**src/rtl/qbPortPkg.sv**
```systemverilog
package qbPortPkg;
  localparam int unsigned PORT_W = 8;
  localparam int unsigned SEL_W  = $clog2(PORT_W);

  typedef enum logic [1:0] {
    FLAV_OPEN_DRAIN = 2'd0,
    FLAV_QUASI_ADDR = 2'd1,
    FLAV_QUASI_ALT  = 2'd2
  } flavourT;

  // Write strobes from the control decoder to the datapath
  typedef struct packed {
    logic [PORT_W-1:0] wrMask;
    logic [PORT_W-1:0] wrVal;
  } latchStrobeT;
endpackage

```
**src/rtl/portWriteCtrl.sv**
```systemverilog
module portWriteCtrl
  import qbPortPkg::*;
(
  input  logic             clk,
  input  logic             rstN,
  input  logic             wrByte,
  input  logic [PORT_W-1:0] wrData,
  input  logic             wrBit,
  input  logic [SEL_W-1:0] bitSel,
  input  logic             bitData,
  output latchStrobeT      strb
);
  localparam int unsigned W = PORT_W;

  logic [W-1:0] bitOneHot;

  always_comb begin
    bitOneHot = '0;
    bitOneHot[bitSel] = 1'b1;
  end

  always_comb begin
    if (wrByte) begin
      strb.wrMask = '1;
      strb.wrVal  = wrData;
    end else if (wrBit) begin
      strb.wrMask = bitOneHot;
      strb.wrVal  = {W{bitData}};
    end else begin
      strb.wrMask = '0;
      strb.wrVal  = '0;
    end
  end

  // a lone bit write touches exactly one latch bit
  p_single_bit_mask_r3: assert property (@(posedge clk) disable iff (!rstN)
    (wrBit && !wrByte) |-> ($countones(strb.wrMask) == 1));

  // a byte write reaches every bit, whatever the bit strobe does
  p_byte_full_mask_r2: assert property (@(posedge clk) disable iff (!rstN)
    wrByte |-> (&strb.wrMask && strb.wrVal == wrData));

endmodule

```
**src/rtl/portDatapath.sv**
```systemverilog
module portDatapath
  import qbPortPkg::*;
#(
  parameter flavourT     FLAVOUR     = FLAV_QUASI_ALT,
  parameter int unsigned SYNC_STAGES = 2
)(
  input  logic              clk,
  input  logic              rstN,
  input  latchStrobeT       strb,
  input  logic              overrideEn,
  input  logic [PORT_W-1:0] overrideData,
  input  logic [PORT_W-1:0] altOut,
  input  logic [PORT_W-1:0] pinIn,
  output logic [PORT_W-1:0] latchQ,
  output logic [PORT_W-1:0] pinQ,
  output logic [PORT_W-1:0] altIn,
  output logic [PORT_W-1:0] pullDown,
  output logic [PORT_W-1:0] pullUpStrong,
  output logic [PORT_W-1:0] pullUpWeak
);
  localparam int unsigned W = PORT_W;

  logic [W-1:0] latchReg;
  logic [W-1:0] syncReg [SYNC_STAGES];
  logic         unusedInputs;

  // Not every variant consumes every input
  assign unusedInputs = ^{overrideEn, overrideData, altOut};

  // Output latch, set high on reset
  always_ff @(posedge clk or negedge rstN) begin
    if (!rstN) latchReg <= '1;
    else       latchReg <= (latchReg & ~strb.wrMask) | (strb.wrVal & strb.wrMask);
  end

  // Pin synchroniser chain
  for (genvar s = 0; s < SYNC_STAGES; s++) begin : g_sync
    if (s == 0) begin : g_first
      always_ff @(posedge clk or negedge rstN) begin
        if (!rstN) syncReg[s] <= '1;
        else       syncReg[s] <= pinIn;
      end
    end else begin : g_next
      always_ff @(posedge clk or negedge rstN) begin
        if (!rstN) syncReg[s] <= '1;
        else       syncReg[s] <= syncReg[s-1];
      end
    end
  end

  assign latchQ = latchReg;
  assign pinQ   = syncReg[SYNC_STAGES-1];
  assign altIn  = syncReg[SYNC_STAGES-1];

  // Drive-enable generation, one variant per flavour
  if (FLAVOUR == FLAV_OPEN_DRAIN) begin : g_od
    always_comb begin
      if (overrideEn) begin
        pullUpStrong = overrideData;
        pullDown     = ~overrideData;
        pullUpWeak   = '0;
      end else begin
        pullUpStrong = '0;
        pullUpWeak   = '0;
        pullDown     = ~latchReg;
      end
    end

    // a released open-drain bit floats
    p_od_float_r6: assert property (@(posedge clk) disable iff (!rstN)
      !overrideEn |-> (((pullDown | pullUpStrong | pullUpWeak) & latchQ) == '0));
  end else if (FLAVOUR == FLAV_QUASI_ADDR) begin : g_addr
    always_comb begin
      if (overrideEn) begin
        pullUpStrong = overrideData;
        pullDown     = ~overrideData;
        pullUpWeak   = '0;
      end else begin
        pullUpStrong = '0;
        pullUpWeak   = latchReg;
        pullDown     = ~latchReg;
      end
    end
  end else begin : g_alt
    logic [W-1:0] effOut;
    assign effOut = latchReg & altOut;
    always_comb begin
      pullUpStrong = '0;
      pullUpWeak   = effOut;
      pullDown     = ~effOut;
    end

    // a zero latch bit pulls down regardless of the peripheral
    p_alt_gate_r10: assert property (@(posedge clk) disable iff (!rstN)
      ((~latchQ & ~pullDown) == '0));
  end

  // no bit fights itself
  p_no_contention_r11: assert property (@(posedge clk) disable iff (!rstN)
    ((pullDown & (pullUpStrong | pullUpWeak)) == '0));

  // bits outside the write mask keep their value
  p_unmasked_hold_r3: assert property (@(posedge clk) disable iff (!rstN)
    ((latchReg & ~$past(strb.wrMask)) == ($past(latchReg) & ~$past(strb.wrMask))));

  // a takeover with no write leaves the latch alone
  p_override_keeps_latch_r9: assert property (@(posedge clk) disable iff (!rstN)
    (overrideEn && strb.wrMask == '0) |=> $stable(latchReg));

  // pin view trails the pad by exactly two edges once settled
  logic [1:0] settleCnt;
  always_ff @(posedge clk or negedge rstN) begin
    if (!rstN)                settleCnt <= '0;
    else if (settleCnt != 2'd3) settleCnt <= settleCnt + 2'd1;
  end

  if (SYNC_STAGES == 2) begin : g_lat_chk
    p_sync_latency_r5: assert property (@(posedge clk) disable iff (!rstN)
      settleCnt[1] |-> (pinQ == $past(pinIn, 2)));
  end

endmodule

```
**src/rtl/qbPort.sv**
```systemverilog
module qbPort
  import qbPortPkg::*;
#(
  parameter flavourT     FLAVOUR     = FLAV_QUASI_ALT,
  parameter int unsigned SYNC_STAGES = 2
)(
  input  logic              clk,
  input  logic              rstN,
  input  logic              wrByte,
  input  logic [PORT_W-1:0] wrData,
  input  logic              wrBit,
  input  logic [SEL_W-1:0]  bitSel,
  input  logic              bitData,
  input  logic              overrideEn,
  input  logic [PORT_W-1:0] overrideData,
  input  logic [PORT_W-1:0] altOut,
  input  logic [PORT_W-1:0] pinIn,
  output logic [PORT_W-1:0] latchQ,
  output logic [PORT_W-1:0] pinQ,
  output logic [PORT_W-1:0] altIn,
  output logic [PORT_W-1:0] pullDown,
  output logic [PORT_W-1:0] pullUpStrong,
  output logic [PORT_W-1:0] pullUpWeak
);
  latchStrobeT strb;

  portWriteCtrl u_ctrl (
    .clk     (clk),
    .rstN    (rstN),
    .wrByte  (wrByte),
    .wrData  (wrData),
    .wrBit   (wrBit),
    .bitSel  (bitSel),
    .bitData (bitData),
    .strb    (strb)
  );

  portDatapath #(
    .FLAVOUR     (FLAVOUR),
    .SYNC_STAGES (SYNC_STAGES)
  ) u_dp (
    .clk          (clk),
    .rstN         (rstN),
    .strb         (strb),
    .overrideEn   (overrideEn),
    .overrideData (overrideData),
    .altOut       (altOut),
    .pinIn        (pinIn),
    .latchQ       (latchQ),
    .pinQ         (pinQ),
    .altIn        (altIn),
    .pullDown     (pullDown),
    .pullUpStrong (pullUpStrong),
    .pullUpWeak   (pullUpWeak)
  );
endmodule

```
**config.mk**
```make
export PLATFORM = sky130hd
export DESIGN_NAME = qbPort
export DESIGN_NICKNAME = d
export VERILOG_FILES = /design/src/rtl/qbPortPkg.sv /design/src/rtl/portWriteCtrl.sv /design/src/rtl/portDatapath.sv /design/src/rtl/qbPort.sv
export SDC_FILE = /design/constraint.sdc
export NUM_CORES = 1
export LEC_CHECK = 0
export BUFFER_PORTS_ARGS = -buffer_cell sky130_fd_sc_hd__buf_2
export CAP_MARGIN = 15
export CORE_MARGIN = 2
export CORE_UTILIZATION = 43
export CTS_CLUSTER_DIAMETER = 120
export CTS_CLUSTER_SIZE = 14
export DETAILED_ROUTE_END_ITERATION = 10
export GPL_TIMING_DRIVEN = 0
export PLACE_DENSITY = 0.85
export RECOVER_POWER = 50
export SLEW_MARGIN = 5
export SYNTH_ARGS = -nofsm -noshare
export SYNTH_HDL_FRONTEND = slang
export SYNTH_HIERARCHICAL = 1
export SYNTH_SLANG_ARGS = --single-unit
```
**constraint.sdc**
```tcl
create_clock -name clk -period 2.3 [get_ports clk]
set_input_delay 0.46 -clock clk [delete_from_list [all_inputs] [get_ports clk]]
set_output_delay 0.46 -clock clk [all_outputs]
set_load 0.02 [all_outputs]
```
==> impl_metrics.py <==
metrics = {
    "setup_path": {
        "cp_cell_sequence": "and2_1 -> buf_2",
        "startpoint_type": "flop",
        "crit_required_ns": 1.84,
        "max_stage_delay_ns": 0.56,
        "cp_slowest_cell": "dfstp_2",
        "cp-end-kind": "output pin",
        "cp_num_buf_inv": 1,
        "critPathArrivalTime_ns": 1.13,
        "crit_family": "flip-flops",
        "crit_type": "flop to output pin",
        "crit_fanout": 4,
    },
    "clock_tree": {
        "cts_root_buf": "clkbuf_4",
        "htree_levels": 1,
        "tritoncts.num_buffers": 3,
        "cts.sinks": 24,
        "clock_path_buffers": 2,
        "cts_hold_buf": 0,
        "cts_tree": "yes",
        "clk_pin_slew_ns": 0.11,
        "post_cts_resized": 0,
        "cts_setup_buffers": 0,
        "clk_latency_ns": 0.29,
    },
    "floorplan": {
        "start_util_pct": 44.74,
        "rows": 19,
        "die_w_um": 57.10,
        "dieArea_um2": 3260,
        "die_h_um": 57.10,
        "io_pins": 89,
        "fp.coreArea_um2": 2710,
    },
    "yosys": {
        "synth_cell_types": 15,
        "synthTopCellsByArea": "dfstp_2, buf_4, mux2_4",
        "ys_ff_latch": 24,
        "netlist_instances": 104,
        "synth.top_cell.area_share_pct": 52.01,
        "seq_area_frac_synth_pct": 52.01,
        "synth_warnings": 6,
        "avgSynthCellArea_um2": 11.66,
        "syn_area_um2": 1212,
        "yosysTopAreaCell": "dfstp_2",
    },
    "pwr": {
        "switchingPower_uw": 270.4,
        "pwr-share-seq_pct": 53.5,
        "power.leakage_nw": 0.9102,
        "p_comb_share_pct": 29.3,
        "sw_frac_of_total_pct": 28.97,
        "p_clk_share_pct": 17.2,
        "ir_worst_vdd_uv": 364.9,
        "power.density_nw_per_um2": 570.4,
        "p_int_uw": 663.1,
    },
    "drt": {
        "firstDrtPassIters": 4,
        "num_vias": 959,
        "wl_per_cell_um": 9.512,
        "drt-vias-per-instance": 4.460,
        "drtIter0Drc": 6,
        "postRouteAntennaNets": 0,
        "wirelength_um": 2045,
        "drt_drc_violations_left": 0,
    },
    "place": {
        "placed_cell_area_um2": 1628,
        "place_inst": 212,
        "portBuffers": 70,
        "dpl_worst_slack_ns": 0.9224,
        "hpwl_um": 1743,
        "place.gp.congestion": 0.6556,
    },
    "sta": {
        "worst_slack_ns": 0.7092,
        "setup_tns_ns": 0,
        "worst_clock_skew_ns": 0.003220,
        "finalHoldViolCount": 0,
        "relSlewSlack_pct": 23.93,
        "fmax_mhz": 628.6,
        "finalCriticalPeriod_ns": 1.591,
        "rsz0062_at_grt": "no",
        "drv_slew": 0,
        "final.period_utilization_pct": 69.16,
        "worst_pin_slew_ns": 1.141,
        "setup_viol": 0,
    },
    "min_path": {
        "hold_class": "input pin to flop",
    },
    "grt": {
        "grt_util_met2_pct": 24.30,
        "antenna_found_initial": 0,
        "grt_pass1_wl_um": 3353,
        "track_usage_pct": 13.18,
        "grt_use_met3_pct": 3.175,
        "top_usage_layer": "met2",
        "grt.overflow.total": 0,
        "grt_start_max_net_pins": 25,
        "grt_use_met1_pct": 14.56,
        "grt_pass1_vias": 833,
    },
    "run_status": {
        "status": "complete, no violations",
    },
    "run": {
        "drv_cap": 0,
    },
    "finish": {
        "fillers": 228,
        "diodes": 0,
        "fin_nets": 227,
        "finalNonFillerCells": 215,
        "area_growth_pct": 34.98,
        "drive_gt1_share_pct": 73.37,
        "post-route-cell-area_um2": 1637,
    },
}
power groups by stage:
stage / Clock [mW] / Combinational [mW] / Sequential, mW
6_report: 0.161 / 0.273 / 0.500
5_1_grt: 0.189 / 0.295 / 0.506
4_1_cts: 0.172 / 0.283 / 0.502
3_5_place_dp: 0 / 0.283 / 0.507
3_3_place_gp: 0 / 0.277 / 0.507
2_1_floorplan: 0 / 0.163 / 0.526
placed cells by master (no fill, tap or decap), drive strengths merged:
master / n
buf: 93
clkbuf: 6
a31o: 4
dfstp: 24
nor2b: 1
inv: 2
nand3b: 1
mux2: 8
conb: 8
a21o: 1
nor2: 1
nand2: 24
a41o: 3
and2: 8
through the flow:
stage	power (mW)	hold WS (ns)	util, %
floorplan	0.6895	0.3122	-
finish	0.9335	0.2530	60.39
detailed placement	0.7899	0.3479	60.06
global route	0.9898	0.2267	60.39
global placement	0.7843	0.3461	60.06
CTS	0.9569	0.2406	60.90
synth_stat cells:
master,count
nand2_1,24
mux2_4,8
nor2b_4,1
nand3b_2,1
a31o_2,4
inv_1,2
buf_6,1
nor2_1,1
dfstp_2,24
a41o_2,3
and2_1,8
buf_4,24
clkbuf_8,1
conb_1,1
a21o_1,1
path summary, 6_finish.rpt:
| kind | start | endpoint | slack [ns] | cells after the start |
|---|---|---|---|---|
| max | flop | pullUpWeak[3] | 0.71 | 2 |
| min | pinIn[5] | u_dp/syncReg[13] | 0.25 | 1 |
| max reg2reg | flop | flop | 1.55 | 1 |
| min reg2reg | u_dp/syncReg[11] | u_dp/altIn[3] | 0.36 | 0 |
| max in group asynchronous | rstN | u_dp/altIn[3] | 1.42 | 1 |
| min in group asynchronous | rstN | async pin | 0.84 | 1 |
layout make-up:
type | instances | area, um^2 | share of cell area (%)
multi-input combinational | 59 | 384.1 | 23.47
tap | 31 | 38.79 | 2.370
inverter | 2 | 7.507 | 0.4587
buffer | 26 | 205.2 | 12.54
clock buffer | 3 | 22.52 | 1.376
sequential | 24 | 630.6 | 38.53
timing repair buffer | 70 | 347.8 | 21.25
kinds of logic after synthesis:
logic type	Yosys count	synth area share (%)
DFF	24	52.01
muxes	8	9.908
and+or+nand+nor	35	13.93
AOI/OAI and AO/OA	8	6.295
other	1	0.3093
buffers and inverters	28	17.54
per-layer routing:
metal,routed length [um],up-vias
met3,221,2
li1,-,467
met4,17,0
met5,0,-
met1,801,434
met2,1004,56
(Power assumes the default switching activity.)
